`config.mk`:
```
export PLATFORM = sky130hd
export DESIGN_NAME = ps2_dev_tx
export DESIGN_NICKNAME = d
export VERILOG_FILES = /design/src/rtl/ps2tx_pkg.sv /design/src/rtl/ps2tx_sync.sv /design/src/rtl/ps2tx_us_tick.sv /design/src/rtl/ps2tx_frame.sv /design/src/rtl/ps2_dev_tx.sv
export SDC_FILE = /design/constraint.sdc
export NUM_CORES = 1
export LEC_CHECK = 0
export BUFFER_PORTS_ARGS = -buffer_cell sky130_fd_sc_hd__buf_2
export CORE_MARGIN = 10
export CORE_UTILIZATION = 33
export DETAILED_ROUTE_END_ITERATION = 10
export GPL_TIMING_DRIVEN = 0
export SETUP_SLACK_MARGIN = 0.05
export SLEW_MARGIN = 20
export SYNTH_ARGS = -nofsm -noshare
export SYNTH_HDL_FRONTEND = slang
export SYNTH_HIERARCHICAL = 1
export SYNTH_SLANG_ARGS = --single-unit
```
`constraint.sdc`:
```
create_clock -name clk -period 1.8 [get_ports clk]
set_input_delay 0.18 -clock clk [delete_from_list [all_inputs] [get_ports clk]]
set_output_delay 0.18 -clock clk [all_outputs]
set_load 0.01 [all_outputs]
```
`src/rtl/ps2tx_pkg.sv`:
```
package ps2tx_pkg;
  localparam int DATA_W  = 8;
  localparam int FRAME_W = DATA_W + 3;

  typedef enum logic [2:0] {
    ST_IDLE,
    ST_HIGH,
    ST_LOW,
    ST_TAIL,
    ST_HOLD
  } ps2tx_state_e;
endpackage

```
`src/rtl/ps2tx_sync.sv`:
```
module ps2tx_sync #(
  parameter int         W       = 2,
  parameter logic [W-1:0] RST_VAL = '1
) (
  input  logic         clk,
  input  logic         rst_n,
  input  logic [W-1:0] d,
  output logic [W-1:0] q
);
  logic [W-1:0] meta;

  always_ff @(posedge clk) begin
    if (!rst_n) begin
      meta <= RST_VAL;
      q    <= RST_VAL;
    end else begin
      meta <= d;
      q    <= meta;
    end
  end
endmodule

```
`src/rtl/ps2tx_us_tick.sv`:
```
module ps2tx_us_tick #(
  parameter int CYC = 50
) (
  input  logic clk,
  input  logic rst_n,
  input  logic clear,
  output logic tick
);
  localparam int CW = (CYC > 1) ? $clog2(CYC) : 1;

  logic [CW-1:0] cnt;

  assign tick = (cnt == CW'(CYC - 1)) && !clear;

  always_ff @(posedge clk) begin
    if (!rst_n || clear) cnt <= '0;
    else if (cnt == CW'(CYC - 1)) cnt <= '0;
    else cnt <= cnt + 1'b1;
  end

  // the microsecond base never fires on consecutive cycles
  a_r4_tick_spaced: assert property (@(posedge clk) disable iff (!rst_n)
    tick |=> ((CYC == 1) || !tick));
endmodule

```
`src/rtl/ps2tx_frame.sv`:
```
module ps2tx_frame
  import ps2tx_pkg::*;
(
  input  logic [DATA_W-1:0]  data,
  output logic [FRAME_W-1:0] frame
);
  logic par_odd;

  // parity set when the byte holds an even count of ones
  assign par_odd = ~^data;
  assign frame   = {1'b1, par_odd, data, 1'b0};
endmodule

```
`src/rtl/ps2_dev_tx.sv`:
```
module ps2_dev_tx
  import ps2tx_pkg::*;
#(
  parameter int CLK_HZ   = 50_000_000,
  parameter int HALF_US  = 40,
  parameter int SETUP_US = 20
) (
  input  logic        clk,
  input  logic        rst_n,
  input  logic        s_valid,
  input  logic [7:0]  s_data,
  output logic        s_ready,
  input  logic        ps2_clk_in,
  input  logic        ps2_dat_in,
  output logic        ps2_clk_oe,
  output logic        ps2_dat_oe,
  output logic        busy,
  output logic        done,
  output logic        aborted
);
  localparam int CYC_PER_US = CLK_HZ / 1_000_000;
  localparam int CNT_W      = $clog2(HALF_US + 1);
  localparam int BIT_W      = $clog2(FRAME_W);
  localparam logic [BIT_W-1:0] LAST_BIT = BIT_W'(FRAME_W - 1);

  logic               sclk, sdat;
  logic [FRAME_W-1:0] frame_nxt, frame_q;
  logic               us_tick, phase_go;
  ps2tx_state_e       state;
  logic [CNT_W-1:0]   us_cnt;
  logic [BIT_W-1:0]   bit_idx;
  logic               clk_oe_q, dat_oe_q, done_q, abort_q;
  logic               accept, in_high, inhibit, phase_end, setup_pt;

  ps2tx_sync #(.W(2), .RST_VAL(2'b11)) u_sync (
    .clk   (clk),
    .rst_n (rst_n),
    .d     ({ps2_clk_in, ps2_dat_in}),
    .q     ({sclk, sdat})
  );

  ps2tx_frame u_frame (
    .data  (s_data),
    .frame (frame_nxt)
  );

  ps2tx_us_tick #(.CYC(CYC_PER_US)) u_tick (
    .clk   (clk),
    .rst_n (rst_n),
    .clear (phase_go),
    .tick  (us_tick)
  );

  assign s_ready   = (state == ST_IDLE) && sclk && sdat;
  assign accept    = s_valid && s_ready;
  assign in_high   = (state == ST_HIGH) || (state == ST_TAIL);
  // one microsecond after release leaves room for the synchronizer delay
  assign inhibit   = in_high && (us_cnt != '0) && !sclk;
  assign phase_end = us_tick && (us_cnt == CNT_W'(HALF_US - 1));
  assign setup_pt  = us_tick && (us_cnt == CNT_W'(SETUP_US - 1)) && (state == ST_HIGH);

  always_ff @(posedge clk) begin
    if (!rst_n) begin
      state    <= ST_IDLE;
      us_cnt   <= '0;
      bit_idx  <= '0;
      frame_q  <= '0;
      clk_oe_q <= 1'b0;
      dat_oe_q <= 1'b0;
      done_q   <= 1'b0;
      abort_q  <= 1'b0;
      phase_go <= 1'b0;
    end else begin
      done_q   <= 1'b0;
      abort_q  <= 1'b0;
      phase_go <= 1'b0;
      if (us_tick) us_cnt <= us_cnt + 1'b1;
      unique case (state)
        ST_IDLE: begin
          if (accept) begin
            frame_q  <= frame_nxt;
            bit_idx  <= '0;
            us_cnt   <= '0;
            phase_go <= 1'b1;
            state    <= ST_HIGH;
          end
        end
        ST_HIGH, ST_TAIL: begin
          if (inhibit) begin
            clk_oe_q <= 1'b0;
            dat_oe_q <= 1'b0;
            abort_q  <= 1'b1;
            state    <= ST_HOLD;
          end else begin
            if (setup_pt) dat_oe_q <= ~frame_q[bit_idx];
            if (phase_end) begin
              us_cnt   <= '0;
              phase_go <= 1'b1;
              if (state == ST_HIGH) begin
                clk_oe_q <= 1'b1;
                state    <= ST_LOW;
              end else begin
                done_q   <= 1'b1;
                state    <= ST_IDLE;
              end
            end
          end
        end
        ST_LOW: begin
          if (phase_end) begin
            clk_oe_q <= 1'b0;
            us_cnt   <= '0;
            phase_go <= 1'b1;
            if (bit_idx == LAST_BIT) begin
              state <= ST_TAIL;
            end else begin
              bit_idx <= bit_idx + 1'b1;
              state   <= ST_HIGH;
            end
          end
        end
        ST_HOLD: begin
          if (sclk && sdat) begin
            bit_idx  <= '0;
            us_cnt   <= '0;
            phase_go <= 1'b1;
            state    <= ST_HIGH;
          end
        end
        default: state <= ST_IDLE;
      endcase
    end
  end

  assign ps2_clk_oe = clk_oe_q;
  assign ps2_dat_oe = dat_oe_q;
  assign busy       = (state != ST_IDLE);
  assign done       = done_q;
  assign aborted    = abort_q;

  // a handshake always starts a transfer
  a_r1_accept_starts: assert property (@(posedge clk) disable iff (!rst_n)
    (s_valid && s_ready) |=> busy);

  // data wire moves only while the block leaves the clock released
  a_r5_data_in_high: assert property (@(posedge clk) disable iff (!rst_n)
    (ps2_dat_oe != $past(ps2_dat_oe)) |-> (!$past(ps2_clk_oe) && !ps2_clk_oe));

  // nothing pulled while no byte is held
  a_r6_idle_released: assert property (@(posedge clk) disable iff (!rst_n)
    !busy |-> (!ps2_clk_oe && !ps2_dat_oe));

  // abort lets go of both wires and keeps the byte
  a_r7_abort_releases: assert property (@(posedge clk) disable iff (!rst_n)
    aborted |-> (!ps2_clk_oe && !ps2_dat_oe && busy));

  // no clocking toward the host after an abort
  a_r8_hold_quiet: assert property (@(posedge clk) disable iff (!rst_n)
    $past(aborted) |-> !ps2_clk_oe);

  // done is a single cycle and ends busy
  a_r9_done_pulse: assert property (@(posedge clk) disable iff (!rst_n)
    done |=> !done);
  a_r9_done_idle: assert property (@(posedge clk) disable iff (!rst_n)
    done |-> (!busy && !aborted));
endmodule

```
Word level (Yosys, flattened, before mapping)

Cells that the tools add are included.

Output and inout bits: 6
Memory bits (read-only): 0
Memories kept: 0
Flip-flop bits (word level): 38
Latch bits: 0
Logic and storage cells: 100
Memory bits (writable): 0

Div/mod/pow operators: 0
Bitwise logic cells: 4
$lt $le $gt $ge: 1
Mux-type cells: 35
Shift-type cells: 0
Eq/ne operators: 14
$mul: 0
Reduce and logical (&&, ||, !) cells: 31
$add $sub $neg: 3

Operators with widths:

| operator                                                             | count |
|---|---|
| 6-bit two-way mux                                                    | 5 |
| 6-bit case mux with 4 select lines                                   | 1 |
| 4-bit two-way mux                                                    | 4 |
| 3-bit two-way mux                                                    | 5 |
| 1-bit two-way mux                                                    | 13 |
| 6-bit by 1-bit adder with 6-bit output, second input constant        | 2 |
| 6-bit == test, second input constant                                 | 2 |
| 3-bit case mux with 4 select lines                                   | 1 |
| 4-bit case mux with 3 select lines                                   | 1 |
| 1-bit logical AND                                                    | 10 |
| 2-bit != test, second input constant                                 | 4 |
| 4-bit AND reduction                                                  | 2 |
| 8-bit XNOR reduction                                                 | 1 |
| 3-bit by 2-bit == test with 1-bit output, second input constant      | 2 |
| 6-bit by 5-bit == test with 1-bit output, second input constant      | 1 |
| 3-bit != test, second input constant                                 | 2 |
| 2-bit AND reduction                                                  | 3 |
| 3-bit nonzero test                                                   | 2 |
| 6-bit nonzero test                                                   | 1 |
| 4-bit by 5-bit < comparator with 1-bit output, second input constant | 1 |
| 5-bit AND reduction                                                  | 1 |
| 4-bit by 1-bit adder with 4-bit output, second input constant        | 1 |
| 1-bit binary-select mux with 4-bit select                            | 1 |
| 4-bit == test, second input constant                                 | 1 |
| 12 further kinds                                                     | 21 |

Depth between registers and ports, before layout

Depth in word-level cells: 6
Gate-level depth with buffers: 10
Mapped depth without buffers: 8

Cells and area by module

The synthesis kept the hierarchy.

By module, submodules not included:

| module        | sequential area each (um^2) | area each (um^2) | instances | cells each |
|---|---|---|---|---|
| ps2_dev_tx    | 580.6                       | 1500.2           | 1         | 165 |
| ps2tx_us_tick | 120.1                       | 257.7            | 1         | 27 |
| ps2tx_frame   | 0.0                         | 151.4            | 1         | 20 |
| ps2tx_sync    | 80.1                        | 105.1            | 1         | 8 |

Worst setup path before layout

No wires, ideal clock.

Path kind: register to register
From: register u_tick.cnt[0]
To: register bit_idx[3]
Arrival: 1897 ps
Slack: -166 ps
Clock period less this slack: 1966 ps
Cell stages (with the launch flop): 9
Cells stage by stage: dfxtp_1 ha_1 nand4b_1 nor3_1 buf_2 and4_1 nand4_1 or4_1 o21ai_1

Longest elaborated chain between the ends: 5

Ends and longest elaborated chain:

| item                          | RTL line            | text |
|---|---|---|
| start, declared               | ps2tx_us_tick.sv:11 | `logic [CW-1:0] cnt;` |
| start signal, assigned        | ps2tx_us_tick.sv:18 | `else cnt <= cnt + 1'b1;` |
| 6-bit == test                 | ps2tx_us_tick.sv:13 | `assign tick = (cnt == CW'(CYC - 1)) && !clear;` |
| 1-bit logical AND             | ps2tx_us_tick.sv:13 |  |
| named net us_tick             | ps2_dev_tx.sv:28    | `logic us_tick, phase_go;` |
| 1-bit logical AND             | ps2_dev_tx.sv:59    | `assign phase_end = us_tick && (us_cnt == CNT_W'(HALF_US - 1));` |
| 2-bit != test (no line)       | n/a                 |  |
| 5-bit AND reduction (no line) | n/a                 |  |
| end signal, assigned          | ps2_dev_tx.sv:117   | `bit_idx <= bit_idx + 1'b1;` |
| end, declared                 | ps2_dev_tx.sv:31    | `logic [BIT_W-1:0] bit_idx;` |

The timed path passes the listed nets, and every way through them passes these cells.
A chain may end at the register's enable or synchronous reset.

Final worst setup path

From: register u_tick.cnt[1]
To: register bit_idx[1]

Same word-level chain as after synthesis.

==> impl_metrics.py <==
metrics = {
    "clock_tree": {
        "postCtsHoldBufs": 0,
        "clk_path_buf_depth": 2,
        "number_of_sinks_handled_by_clock_tree_synthesis": 39,
        "worst_setup_hold_path_clk_slew_ns": 0.07,
        "cts_tree": "done",
        "tritoncts.num_buffers": 5,
        "cts_max_level": 2,
        "clk_latency_ns": 0.29,
        "clock_root_buffer": "clkbuf_8",
    },
    "sta": {
        "timing.final.crit_share_pct": 107,
        "tightestPinTransition_ns": 0.748,
        "timing.setup.tns_ns": -0.763,
        "grt_setup_unrepaired": "true",
        "timing.final.crit_period_ns": 1.93,
        "timing.clock.skew_ns": 0.00619,
        "hold_viol": 0,
        "clock.fmax_mhz": 518,
        "relSlewSlack_pct": 49.8,
        "finalWorstSetupSlack_ns": -0.131,
        "timing.final.setup_violations": 12,
        "slew_violations": 0,
    },
    "die": {
        "initial_core_util_pct": 34.0,
        "ios": 19,
        "die-height_um": 98.1,
        "fp.dieArea_um2": 9630,
        "core_region_area_um2": 5920,
        "core.rowCount": 28,
        "chipWidth_um": 98.1,
    },
    "status": {
        "result_of_the_run": "finished with violations",
        "failed_checks": "negative setup slack",
    },
    "routing": {
        "routed-wl-met3_um": 135,
        "route.top_layer_used": "met4",
        "vias_per_cell": 4.76,
        "drt-met1-wl_um": 2050,
        "detail_route.wl_per_cell_um": 12.2,
        "met2RoutedLength_um": 1790,
        "drt-pass1-iter-count": 4,
        "drt_first_iter_violations": 85,
        "via_count": 1571,
        "drt-total-wl_um": 4020,
        "post-route-drc-count": 0,
        "detail-route-antenna-nets": 0,
    },
    "yosys": {
        "synth.top_cells.by_area": "dfxtp_1, mux2i_1, nor2_1",
        "yosys.cell_types.count": 53,
        "synthCells": 220,
        "yosysTopAreaCell": "dfxtp_1",
        "share_of_the_synthesized_area_in_the_top_cell_type_pct": 38.8,
        "syn_avg_cell_area_um2": 9.16,
        "netlist_area_um2": 2010,
        "yosysMostFrequentCell": "dfxtp_1",
        "ys_async_sr_fraction_pct": 0,
        "synth_edf_count": 0,
        "synth_nets": 240,
        "postSynth.topFlopCell": "dfxtp_1",
        "register_bit_total_from_synthesis": 39,
        "yosys-top-cells-count": "dfxtp_1, nor2_1, mux2i_1",
        "seq_area_frac_synth_pct": 38.8,
        "ys.warnings.count": 6,
    },
    "hold_path": {
        "whs_path_depth": 2,
        "min_path_type": "primary input to flop",
        "worst_hold_path.endpoint": "u_sync/meta[1]$_SDFF_PN1_",
        "worstHoldStart": "ps2_clk_in",
    },
    "grt": {
        "grt_overflow_total": 0,
        "grt_pass1_vias": 1448,
        "grt_usage_pct": 7.98,
        "wire_length_of_the_first_global_routing_pass_um": 6630,
        "initial_antenna_violation_count": 0,
        "largest_net_degree_at_the_start_of_global_routing": 13,
    },
    "power": {
        "peakVddDrop_uv": 467,
        "power_mw": 2.10,
        "static-leakage-power_nw": 1.01,
        "power_per_cell_area_nw_per_um2": 863,
    },
    "setup_path": {
        "crit_path_frequent_cell": "buf_4",
        "r2r.worst_path.cells": 10,
        "critPathMaxStageDelay_ns": 0.33,
        "worstPathCellList": "inv_2 > ha_4 > nand4b_1 > nor3_1 > buf_4 > and4_4 > nand4_1 > buf_4 > a211o_1 > a21oi_1",
        "critical_path.max_fanout": 5,
        "worstReg2RegEnd": "bit_idx[1]$_SDFFE_PN0P_",
        "timing_worst_setup_path_type": "flop to flop",
        "worst_setup_path_end_kind": "flop",
        "slowest_stage": "dfxtp_2",
        "critPathLaunchType": "flop",
        "launch_instance_of_the_worst_register_to_register_path": "u_tick/cnt[1]$_SDFF_PP0_",
        "required_time_reported_for_the_critical_path_endpoint_ns": 2.01,
        "r2r_setup_slack_ns": -0.13,
        "worstPathArrival_ns": 2.14,
    },
    "layout": {
        "layout.area.seq_um2": 788,
        "area_growth_syn_to_fin_pct": 20.9,
        "final_layout_size_suffix_gt1_share_pct": 26.7,
        "design.final.nets": 274,
        "diodes": 0,
        "nFillCells": 584,
        "multi_input_gate_area_um2": 1100,
    },
    "place": {
        "dp.final_hpwl_um": 2880,
        "dp_worst_setup_slack_ns": -0.270,
        "port-buffer-count": 18,
        "final_gp_congestion": 0.825,
    },
    "run": {
        "drv_cap": 0,
    },
}
-- where the power goes --
part           internal (mW)  total [mW]  switching (mW)
registers              0.930       0.964          0.0340
clock network          0.272       0.557           0.286
logic                  0.307       0.579           0.271
-- placed cells by master, fill, tap and decap left out, drive strengths merged, types with 2 or more instances in the layout --
cell type  count
o21a           2
ha             7
o211ai         2
conb           2
nor3           2
o21ai          6
nand2b         7
nand3          4
clkbuf        12
nand2         13
buf           41
clkinv         2
inv            8
and3           2
a21oi          5
nor3b          2
or3            4
nand4b         2
xnor2         10
a21o           2
nand3b         2
xor2           5
or4            2
dfxtp         39
nor2          32
mux4           2
mux2i         14
nand4          5
o22ai          2
-- kinds of logic after synthesis --
kind of cell	share of synthesized area, %
flops	38.8
other cells	0.373
mux	9.19
simple gates	21.9
fa+ha+maj	4.35
xor+xnor	6.52
buf+inv	8.14
compound gates	10.8
-- critical path, delay by kind of cell, from the launching register on --
kind                     cells  cell delay (ns)
buffers and inverters        3             0.41
AND/OR/NAND/NOR              4             0.64
adder cells (fa/ha/maj)      1             0.11
flip-flops                   1             0.33
AO/OA/AOI/OAI                2             0.37
-- repair_timing --
action                                  in CTS  in global routing
gates resized for setup                      7                 10
setup buffers                                3                  5
pin swaps                                    5                  5
gates cloned                                 0                  1
endpoints found under the setup margin      14                 27
-- worst max path at each step --
| stage | startpoint | endpoint | slack [ns] | cells after the start |
|---|---|---|---|---|
| 2_1_floorplan | u_tick/cnt[1]$_SDFF_PP0_ | bit_idx[3]$_SDFFE_PN0P_ | -0.05 | 9 |
| 4_1_cts | u_tick/cnt[1]$_SDFF_PP0_ | bit_idx[3]$_SDFFE_PN0P_ | -0.20 | 9 |
| 3_3_place_gp | u_tick/cnt[1]$_SDFF_PP0_ | us_cnt[1]$_SDFF_PN0_ | -0.28 | 9 |
| 5_1_grt | u_tick/cnt[1]$_SDFF_PP0_ | us_cnt[3]$_SDFF_PN0_ | -0.20 | 9 |
| 6_report | u_tick/cnt[1]$_SDFF_PP0_ | bit_idx[1]$_SDFFE_PN0P_ | -0.13 | 10 |
| 3_5_place_dp | u_tick/cnt[1]$_SDFF_PP0_ | us_cnt[1]$_SDFF_PN0_ | -0.27 | 9 |
-- metal layers --
| layer | up-vias | GRT usage [%] |
|---|---|---|
| met1 | 720 | 10.6 |
| met3 | 4 | 2.61 |
| met5 | - | 0 |
| met2 | 29 | 12.0 |
| li1 | 818 | - |
| met4 | 0 | 2.32 |
-- final cells by class --
class | instances | area share (%)
Clock inverter | 1 | 0.206
Clock buffer | 7 | 3.13
Sequential cell | 39 | 32.4
Timing Repair Buffer | 27 | 7.19
Buffer | 19 | 6.53
Multi-Input combinational cell | 153 | 45.3
Inverter | 9 | 1.39
Tap cell | 75 | 3.85
-- registers in the layout (all words and copies together) (netlist names) --
name         count
frame_q         11
u_tick/cnt       6
us_cnt           6
bit_idx          4
state            3
u_sync/meta      2
u_sync/q         2
aborted          1
done             1
phase_go         1
ps2_clk_oe       1
ps2_dat_oe       1
-- through the flow --
step / util (%) / hold slack, ns / cell area (µm²) / cells
final: 41.1 / 0.0737 / 2430 / 330
after global routing: 41.1 / 0.0746 / 2430 / 330
after CTS: 39.6 / 0.0708 / 2350 / 324
after detailed placement: 37.4 / 0.366 / 2220 / 313
after global placement: 37.4 / 0.362 / 2220 / 313
after floorplan: - / 0.253 / 2030 / 220
(Power assumes the default switching activity.)
